--- src/rtl/cam_pkg.sv ---
package cam_pkg;
    localparam int DW      = 32;
    localparam int AW      = 12;
    localparam int MSW     = 3;
    localparam int NMASK   = 7;
    localparam int WSEL_HI = 31;
    localparam int WSEL_LO = 29;

    typedef enum logic [4:0] {
        OP_NOP        = 5'd0,
        OP_LD_KEY     = 5'd1,
        OP_LD_MASK    = 5'd2,
        OP_LD_CFG     = 5'd3,
        OP_LD_PTR     = 5'd4,
        OP_SRCH       = 5'd5,
        OP_SRCH_BUS   = 5'd6,
        OP_SRCH_BUSLD = 5'd7,
        OP_WR_DIR     = 5'd8,
        OP_WR_PTR     = 5'd9,
        OP_WR_PTR_INC = 5'd10,
        OP_WR_PTR_DEC = 5'd11,
        OP_WR_FREE    = 5'd12,
        OP_PTR_INC    = 5'd13,
        OP_PTR_DEC    = 5'd14,
        OP_RD_STAT    = 5'd15,
        OP_RD_CFG     = 5'd16,
        OP_RD_PTR     = 5'd17,
        OP_RD_WORD    = 5'd18
    } cam_op_e;

    typedef enum logic [1:0] {
        RT_RESET = 2'b00,
        RT_HIT   = 2'b01,
        RT_MEM   = 2'b10,
        RT_TABLE = 2'b11
    } res_type_e;

    typedef struct packed {
        logic          match_n;
        logic          mmatch_n;
        res_type_e     rtype;
        logic [AW-1:0] aa;
    } cam_stat_t;

    function automatic logic [DW-1:0] pack_status(cam_stat_t s, logic full_n);
        logic [DW-1:0] w;
        w          = '0;
        w[31]      = s.match_n;
        w[30]      = s.mmatch_n;
        w[29]      = full_n;
        w[25:24]   = s.rtype;
        w[AW-1:0]  = s.aa;
        return w;
    endfunction

    function automatic logic [DW-1:0] merge_masked(logic [DW-1:0] old_w,
                                                   logic [DW-1:0] new_w,
                                                   logic [DW-1:0] keep);
        return (old_w & keep) | (new_w & ~keep);
    endfunction
endpackage

--- src/rtl/cam_prienc.sv ---
module cam_prienc #(
    parameter int N  = 16,
    parameter int IW = 4
) (
    input  logic [N-1:0]  vec,
    output logic          any,
    output logic [IW-1:0] idx
);
    always_comb begin
        idx = '0;
        for (int i = N - 1; i >= 0; i--) begin
            if (vec[i]) idx = IW'(i);
        end
    end
    assign any = |vec;
endmodule

--- src/rtl/cam_array.sv ---
module cam_array
    import cam_pkg::*;
#(
    parameter int DEPTH = 16,
    parameter int IW    = 4
) (
    input  logic             clk,
    input  logic             rst,
    input  logic             wr_en,
    input  logic [IW-1:0]    wr_idx,
    input  logic [DW-1:0]    wr_data,
    input  logic [DW-1:0]    wr_keep,
    input  logic [DW-1:0]    key,
    input  logic [DW-1:0]    key_ign,
    input  logic [IW-1:0]    rd_idx,
    output logic [DW-1:0]    rd_word,
    output logic [DEPTH-1:0] hit_vec,
    output logic [DEPTH-1:0] valid_vec
);
    logic [DW-1:0] words [DEPTH];

    for (genvar g = 0; g < DEPTH; g++) begin : g_slot
        logic [DW-1:0] data_q;
        logic          vld_q;
        logic          sel;

        assign sel = wr_en && (wr_idx == IW'(g));

        always_ff @(posedge clk) begin
            if (rst) begin
                vld_q <= 1'b0;
            end else if (sel) begin
                vld_q <= 1'b1;
            end
        end

        always_ff @(posedge clk) begin
            if (sel) data_q <= merge_masked(data_q, wr_data, wr_keep);
        end

        assign words[g]     = data_q;
        assign valid_vec[g] = vld_q;
        assign hit_vec[g]   = vld_q && (((data_q ^ key) & ~key_ign) == '0);
    end

    assign rd_word = words[rd_idx];
endmodule

--- src/rtl/cam_ctrl.sv ---
module cam_ctrl
    import cam_pkg::*;
#(
    parameter int DEPTH = 16
) (
    input  logic          clk,
    input  logic          rst,
    input  logic          cmd_valid,
    input  logic [4:0]    cmd_op,
    input  logic [2:0]    cmd_msel,
    input  logic [11:0]   cmd_addr,
    input  logic [31:0]   cmd_data,
    input  logic          full_in_n,
    output logic          rd_valid,
    output logic [31:0]   rd_data,
    output logic          match_n,
    output logic          mmatch_n,
    output logic          full_n,
    output logic [11:0]   active_addr
);
    localparam int IW = (DEPTH > 2) ? $clog2(DEPTH) : 1;

    cam_op_e          op;
    logic [DW-1:0]    key_q, cfg_q;
    logic [DW-1:0]    mask_q [NMASK+1];
    logic [AW-1:0]    ptr_q;
    cam_stat_t        st_q;
    logic             rd_valid_q;
    logic [DW-1:0]    rd_data_q;

    logic [DW-1:0]    sel_mask, dir_mask, key, wr_keep, rd_word;
    logic [DEPTH-1:0] hit_vec, valid_vec;
    logic             hit_any, hit_multi, free_any, wr_go, ptr_in;
    logic [IW-1:0]    hit_idx, free_idx;
    logic [AW-1:0]    tgt;

    assign op       = cam_op_e'(cmd_op);
    assign sel_mask = mask_q[cmd_msel];
    assign dir_mask = mask_q[cfg_q[WSEL_HI:WSEL_LO]];
    assign key      = (op == OP_SRCH) ? key_q : cmd_data;
    assign ptr_in   = (32'(ptr_q) < DEPTH);

    always_comb begin
        tgt     = ptr_q;
        wr_keep = sel_mask;
        wr_go   = 1'b0;
        unique case (op)
            OP_WR_DIR: begin
                tgt     = cmd_addr;
                wr_keep = dir_mask;
                wr_go   = (32'(cmd_addr) < DEPTH);
            end
            OP_WR_PTR, OP_WR_PTR_INC, OP_WR_PTR_DEC: wr_go = ptr_in;
            OP_WR_FREE: begin
                tgt   = AW'(free_idx);
                wr_go = free_any;
            end
            default: ;
        endcase
    end

    cam_array #(.DEPTH(DEPTH), .IW(IW)) u_array (
        .clk      (clk),
        .rst      (rst),
        .wr_en    (cmd_valid && wr_go),
        .wr_idx   (tgt[IW-1:0]),
        .wr_data  (cmd_data),
        .wr_keep  (wr_keep),
        .key      (key),
        .key_ign  (sel_mask),
        .rd_idx   (ptr_q[IW-1:0]),
        .rd_word  (rd_word),
        .hit_vec  (hit_vec),
        .valid_vec(valid_vec)
    );

    cam_prienc #(.N(DEPTH), .IW(IW)) u_hit_enc (
        .vec(hit_vec), .any(hit_any), .idx(hit_idx)
    );

    cam_prienc #(.N(DEPTH), .IW(IW)) u_free_enc (
        .vec(~valid_vec), .any(free_any), .idx(free_idx)
    );

    assign hit_multi = |(hit_vec & (hit_vec - {{(DEPTH-1){1'b0}}, 1'b1}));
    assign full_n    = ~((&valid_vec) & ~full_in_n);

    always_ff @(posedge clk) begin
        if (rst) begin
            key_q      <= '0;
            cfg_q      <= '0;
            ptr_q      <= '0;
            for (int m = 0; m <= NMASK; m++) mask_q[m] <= '0;
            st_q       <= '{match_n: 1'b1, mmatch_n: 1'b1, rtype: RT_RESET, aa: '0};
            rd_valid_q <= 1'b0;
            rd_data_q  <= '0;
        end else begin
            rd_valid_q <= 1'b0;
            if (cmd_valid) begin
                unique case (op)
                    OP_LD_KEY:  key_q <= cmd_data;
                    OP_LD_MASK: if (cmd_msel != '0) mask_q[cmd_msel] <= cmd_data;
                    OP_LD_CFG:  cfg_q <= cmd_data;
                    OP_LD_PTR:  ptr_q <= cmd_data[AW-1:0];
                    OP_SRCH, OP_SRCH_BUS, OP_SRCH_BUSLD: begin
                        st_q.match_n  <= ~hit_any;
                        st_q.mmatch_n <= ~hit_multi;
                        st_q.rtype    <= RT_HIT;
                        st_q.aa       <= hit_any ? AW'(hit_idx) : '0;
                        if (op == OP_SRCH_BUSLD) key_q <= cmd_data;
                    end
                    OP_WR_DIR, OP_WR_PTR, OP_WR_PTR_INC, OP_WR_PTR_DEC, OP_WR_FREE: begin
                        if (wr_go) begin
                            st_q.rtype <= RT_MEM;
                            st_q.aa    <= tgt;
                        end
                        if (op == OP_WR_PTR_INC) ptr_q <= ptr_q + 1'b1;
                        if (op == OP_WR_PTR_DEC) ptr_q <= ptr_q - 1'b1;
                    end
                    OP_PTR_INC: ptr_q <= ptr_q + 1'b1;
                    OP_PTR_DEC: ptr_q <= ptr_q - 1'b1;
                    OP_RD_STAT: begin
                        rd_valid_q <= 1'b1;
                        rd_data_q  <= pack_status(st_q, full_n);
                    end
                    OP_RD_CFG: begin
                        rd_valid_q <= 1'b1;
                        rd_data_q  <= cfg_q;
                    end
                    OP_RD_PTR: begin
                        rd_valid_q <= 1'b1;
                        rd_data_q  <= DW'(ptr_q);
                    end
                    OP_RD_WORD: begin
                        rd_valid_q <= 1'b1;
                        rd_data_q  <= ptr_in ? rd_word : '0;
                        if (ptr_in) begin
                            st_q.rtype <= RT_MEM;
                            st_q.aa    <= ptr_q;
                        end
                    end
                    default: ;
                endcase
            end
        end
    end

    assign rd_valid    = rd_valid_q;
    assign rd_data     = rd_data_q;
    assign match_n     = st_q.match_n;
    assign mmatch_n    = st_q.mmatch_n;
    assign active_addr = st_q.aa;
endmodule

--- config.mk ---
export PLATFORM = sky130hd
export DESIGN_NAME = cam_ctrl
export DESIGN_NICKNAME = d
export VERILOG_FILES = /design/src/rtl/cam_pkg.sv /design/src/rtl/cam_prienc.sv /design/src/rtl/cam_array.sv /design/src/rtl/cam_ctrl.sv
export SDC_FILE = /design/constraint.sdc
export NUM_CORES = 2
export LEC_CHECK = 0
export BUFFER_PORTS_ARGS = -buffer_cell sky130_fd_sc_hd__buf_2
export CORE_ASPECT_RATIO = 1.4
export CORE_MARGIN = 1
export CORE_UTILIZATION = 60
export CTS_CLUSTER_SIZE = 28
export DETAILED_ROUTE_END_ITERATION = 8
export PLACE_DENSITY = 0.77
export SLEW_MARGIN = 25
export SYNTH_ARGS = -nofsm -noshare
export SYNTH_HDL_FRONTEND = slang
export SYNTH_SLANG_ARGS = --single-unit
--- constraint.sdc ---
create_clock -name clk -period 4.4 [get_ports clk]
set_input_delay 0.22 -clock clk [delete_from_list [all_inputs] [get_ports clk]]
set_output_delay 0.22 -clock clk [all_outputs]
set_load 0.005 [all_outputs]
==> run metrics, run 1 <==
sequential fraction of the synthesis area 48.4%; Die Ht 356 microns; Syn Std Cell Area 53600 sq um; number of global-route vias before repair 52000; asr flop ratio synth 0%; Yosys cell types 94; RD Place Congestion 1.36; Mapped Cells 4800; Starting Density 60.6%; TritonCTS Buffers 85; yosys warns 0; Top Ports 104; Yosys top cell by area edfxtp_1; clock sinks 912; Area contributors post-synth edfxtp_1, mux4_2, xnor2_1, dfxtp_1, nor2_1; clock root cell clkbuf_16; IO Port Bufs 103; status did not finish; Post-DP Area 59000 sq um; Exit stage global routing; # rows 129; dpl hpwl 214000 microns; share of the synthesized area in the top cell type 43.0%; Synth Area per Inst 11.2 sq um; tool error [ERROR GRT-0116] Global routing finished with congestion. Check the congestion regions in the DRC Viewer.; # Post-CTS Setup Buffers 0; first-pass GRT wire length 429000 microns; register bit total from synthesis 912; ys flop type edfxtp_1; EDFF count, synth 768; largest net degree at the start of global routing 66; gr ovfl total 148; H-tree Lvls 3; Clock Path Buffers 3; Inst Count DP 6270; All-Layer GR Usage 69.2%; DIE WIDTH 255 microns
[metal layers]
metal | global-route usage [%] | GRT overflow
met4 | 70.0 | 66
met2 | 90.1 | 82
met5 | 2.53 | 0
met3 | 43.4 | 0
met1 | 73.6 | 0
[repair_timing]
item / in CTS
endpoints found under the hold margin: 80
gates resized for setup: 0
hold buffers: 5
[cell families after synthesis]
group / share of synthesized area (%)
adder cells (fa/ha/maj): 0.0841
flip-flops: 48.4
buffers and inverters: 3.87
XOR/XNOR: 6.33
AO/OA/AOI/OAI: 11.9
AND/OR/NAND/NOR: 17.5
multiplexers: 11.9
other: 0.00700
[through the flow]
step / utilization (%) / setup WS [ns]
CTS: 70.3 / 0.237
floorplan: - / 0.843
global placement: 66.7 / -0.0839
detailed placement: 66.7 / -0.171
[Yosys cell counts, types with 15 or more instances]
library cell,instances
nand3_1,93
or2_2,15
buf_4,43
dfxtp_1,144
buf_1,28
inv_1,37
o2111ai_1,33
a2111oi_0,21
nand2_1,284
nor3b_1,42
buf_2,38
nor2_1,632
a22oi_1,152
and4_1,25
xnor2_1,340
nor3_1,64
mux4_2,260
a22o_1,38
a221oi_1,33
xor2_1,47
and2_1,242
mux2i_1,39
a311oi_1,15
nor2b_1,51
a211oi_1,46
and3_1,31
or4_1,18
nand4_1,70
nand3b_1,15
nor4_1,25
a222oi_1,35
o31ai_1,16
a21oi_1,192
clkbuf_1,291
buf_6,16
nor3b_2,24
o21a_1,40
or3_1,87
edfxtp_1,768
o21ai_0,171
==> run 2, diff against run 1 <==
--- a/config.mk
+++ b/config.mk
@@ -6,12 +6,10 @@
 export NUM_CORES = 2
 export LEC_CHECK = 0
 export BUFFER_PORTS_ARGS = -buffer_cell sky130_fd_sc_hd__buf_2
-export CORE_ASPECT_RATIO = 1.4
 export CORE_MARGIN = 1
-export CORE_UTILIZATION = 60
-export CTS_CLUSTER_SIZE = 28
+export CORE_UTILIZATION = 40
 export DETAILED_ROUTE_END_ITERATION = 8
-export PLACE_DENSITY = 0.77
+export PLACE_DENSITY_LB_ADDON = 0.15
 export SLEW_MARGIN = 25
 export SYNTH_ARGS = -nofsm -noshare
 export SYNTH_HDL_FRONTEND = slang
==> run 2 against run 1 <==
The run now ends clean; synthesized area stayed put; synthesized cell count stayed put.
==> run metrics, run 2 <==
status finished, final reports clean (was did not finish); Vias/cell 6.60; final wirelength 311000 microns; # rows 133 (was 129); drt drc 0; RD Place Congestion 1.20 (was 1.36); Peak VDD IR 0.000489 V; arrival time worst endpoint 4.94 ns; Area contributors post-synth edfxtp_1, mux4_2, xnor2_1, dfxtp_1, nor2_1 (unchanged); fin crit share 98.4%; dpl hpwl 241000 microns (was 214000 microns); number of global-route vias before repair 43900; All-Layer GR Usage 45.3%; Leak 22.5 nW; ys flop type edfxtp_1 (unchanged); register bit total from synthesis 912 (unchanged); sequential fraction of the synthesis area 48.4% (unchanged); initial antenna violation count 37; Fin. Hold Viols 0; Top Ports 104 (unchanged); Iteration-0 DRC Markers 8136; drt wl/cell 43.1 microns; leading cell type in the layout, fill and taps excluded edfxtp_1; measured slew at the worst slew-check pin 1.11 ns; CP endpoint kind flip-flop; share of the synthesized area in the top cell type 43.0% (unchanged); TritonCTS clock tree done; Clock Path Buffers 3 (unchanged); # Post-CTS Setup Buffers 0 (unchanged); clk slew on worst S/H paths 0.07 ns; PD cells 360 nW/um^2; Yosys top cell by area edfxtp_1 (unchanged); first-pass GRT wire length 407000 microns; TritonCTS Buffers 101 (was 85); first drt pass iteration count 9; clk_lat worst skew 0.76 ns; Post-DP Area 61400 sq um (was 59000 sq um); Max Freq 231 MHz; setup violators final 0; hold crit path type in2reg; Die Footprint 135000 sq um; Crit Path Class reg2reg; fin. max-slew vios 0; Setup Skew 0.0416 ns; asr flop ratio synth 0% (unchanged); commonest cells in the netlist edfxtp_1, nor2_1, xnor2_1, clkbuf_1, nand2_1 (unchanged); yosys warns 0 (unchanged); H-tree Lvls 3 (unchanged); Die Ht 368 microns (was 356 microns); max cap viols 0; core area 132000 sq um; Synth Area per Inst 11.2 sq um (unchanged); most frequent cells in the layout edfxtp_1, buf_4, nor2_1; clock root cell clkbuf_16 (unchanged); Final Cell Area 64900 sq um; Via Count 47700; fin nets 5418; critical path fanouts, max 4; Starting Density 40.6% (was 60.6%); post-route ant nets 0; Mapped Cells 4800 (unchanged); EDFF count, synth 768 (unchanged); Syn Std Cell Area 53600 sq um (unchanged); CP required 5.02 ns; Yosys cell types 94 (unchanged); RSZ-0062 raised after global routing no; Rel. slew slack 25.0%; clock sinks 912 (unchanged); Non-Filler Instances 7224; Final min period 4.33 ns; Layout area overhead 21.2%; largest net degree at the start of global routing 102; fraction of layout cells with a size suffix above 1 26.2%; Inst Count DP 7004 (was 6270); startpoint types flip-flop; top-count cell post-synth edfxtp_1 (unchanged); gr ovfl total 0; IO Port Bufs 103 (unchanged); DIE WIDTH 368 microns (was 255 microns)
==> run 2: stage by stage <==
stage               TNS, ns  hold WS, ns  setup slack (ns)  total power [mW]  utilization [%]
floorplan                 0        0.319             0.843              11.7                -
global placement     -0.781        0.436            -0.293              14.5             46.4
detailed placement   -0.615        0.444            -0.249              14.5             46.5
CTS                       0     0.000179             0.245              23.2             49.1
global route              0       0.0400            0.0158              23.7             49.1
finish                    0       0.0223            0.0716              23.4             49.1
==> run 2: final cells by class <==
type / count / area, sq um
antenna: 21 / 52.6
fill: 12200 / 67200
multi-input combinational: 3462 / 26000
clock inverter: 60 / 693
sequential: 912 / 26000
inverter: 38 / 143
timing repair buffer: 845 / 7150
clock buffer: 131 / 2700
tap: 1755 / 2200
==> run 2: power breakdown <==
group / switching, mW / internal, mW / total [mW]
registers: 0.105 / 9.51 / 9.61
logic: 3.30 / 1.63 / 4.93
clock network: 3.84 / 5.02 / 8.86
total: 7.24 / 16.2 / 23.4
==> run 2: cells by family after synthesis <==
family	synth area share [%]
buffers and inverters	3.87
muxes	11.9
adders and majority gates	0.0841
xor gates and xnor gates	6.33
other	0.00700
DFF	48.4
and+or+nand+nor	17.5
AOI/OAI and AO/OA	11.9
==> run 2: routing by layer <==
layer	wire length [microns]	vias to the layer above	GRT usage (%)
met3	34700	780	12.2
met1	117000	24300	57.5
met2	134000	3404	67.5
met4	25700	20	30.6
met5	150	-	0
li1	-	19200	-
==> run 2: critical path, stage by stage (launching register included) <==
cell and delay (ns):
edfxtp_1 0.38, mux4_2 0.49, mux2i_2 0.26, inv_1 0.22, nor3b_1 0.81, a21oi_1 0.20
o211ai_1 0.17, or4_1 0.16, nor4_1 0.05, buf_4 0.14, o211a_1 0.25, nor4_1 0.68
o311a_1 0.31, a211oi_2 0.05
==> run 2: path summary, 6_finish.rpt <==
kind	start	end	slack (ns)	cells after the start
min reg2reg	key_q[19]	key_q[19]	0.45	2
min	cmd_data[2]	key_q[2]	0.02	4
max reg2reg	mask_q[7][12]	active_addr[0]	0.07	13
max	mask_q[7][12]	active_addr[0]	0.07	13
==> run 2: repair_timing <==
| item | in CTS | in global routing |
|---|---|---|
| gates resized for setup | 0 | 1 |
| hold buffers | 8 | 0 |
| endpoints found under the hold margin | 93 | 0 |
| setup endpoints to repair | 0 | 1 |
Note: power is estimated with default switching activity, not from simulation.
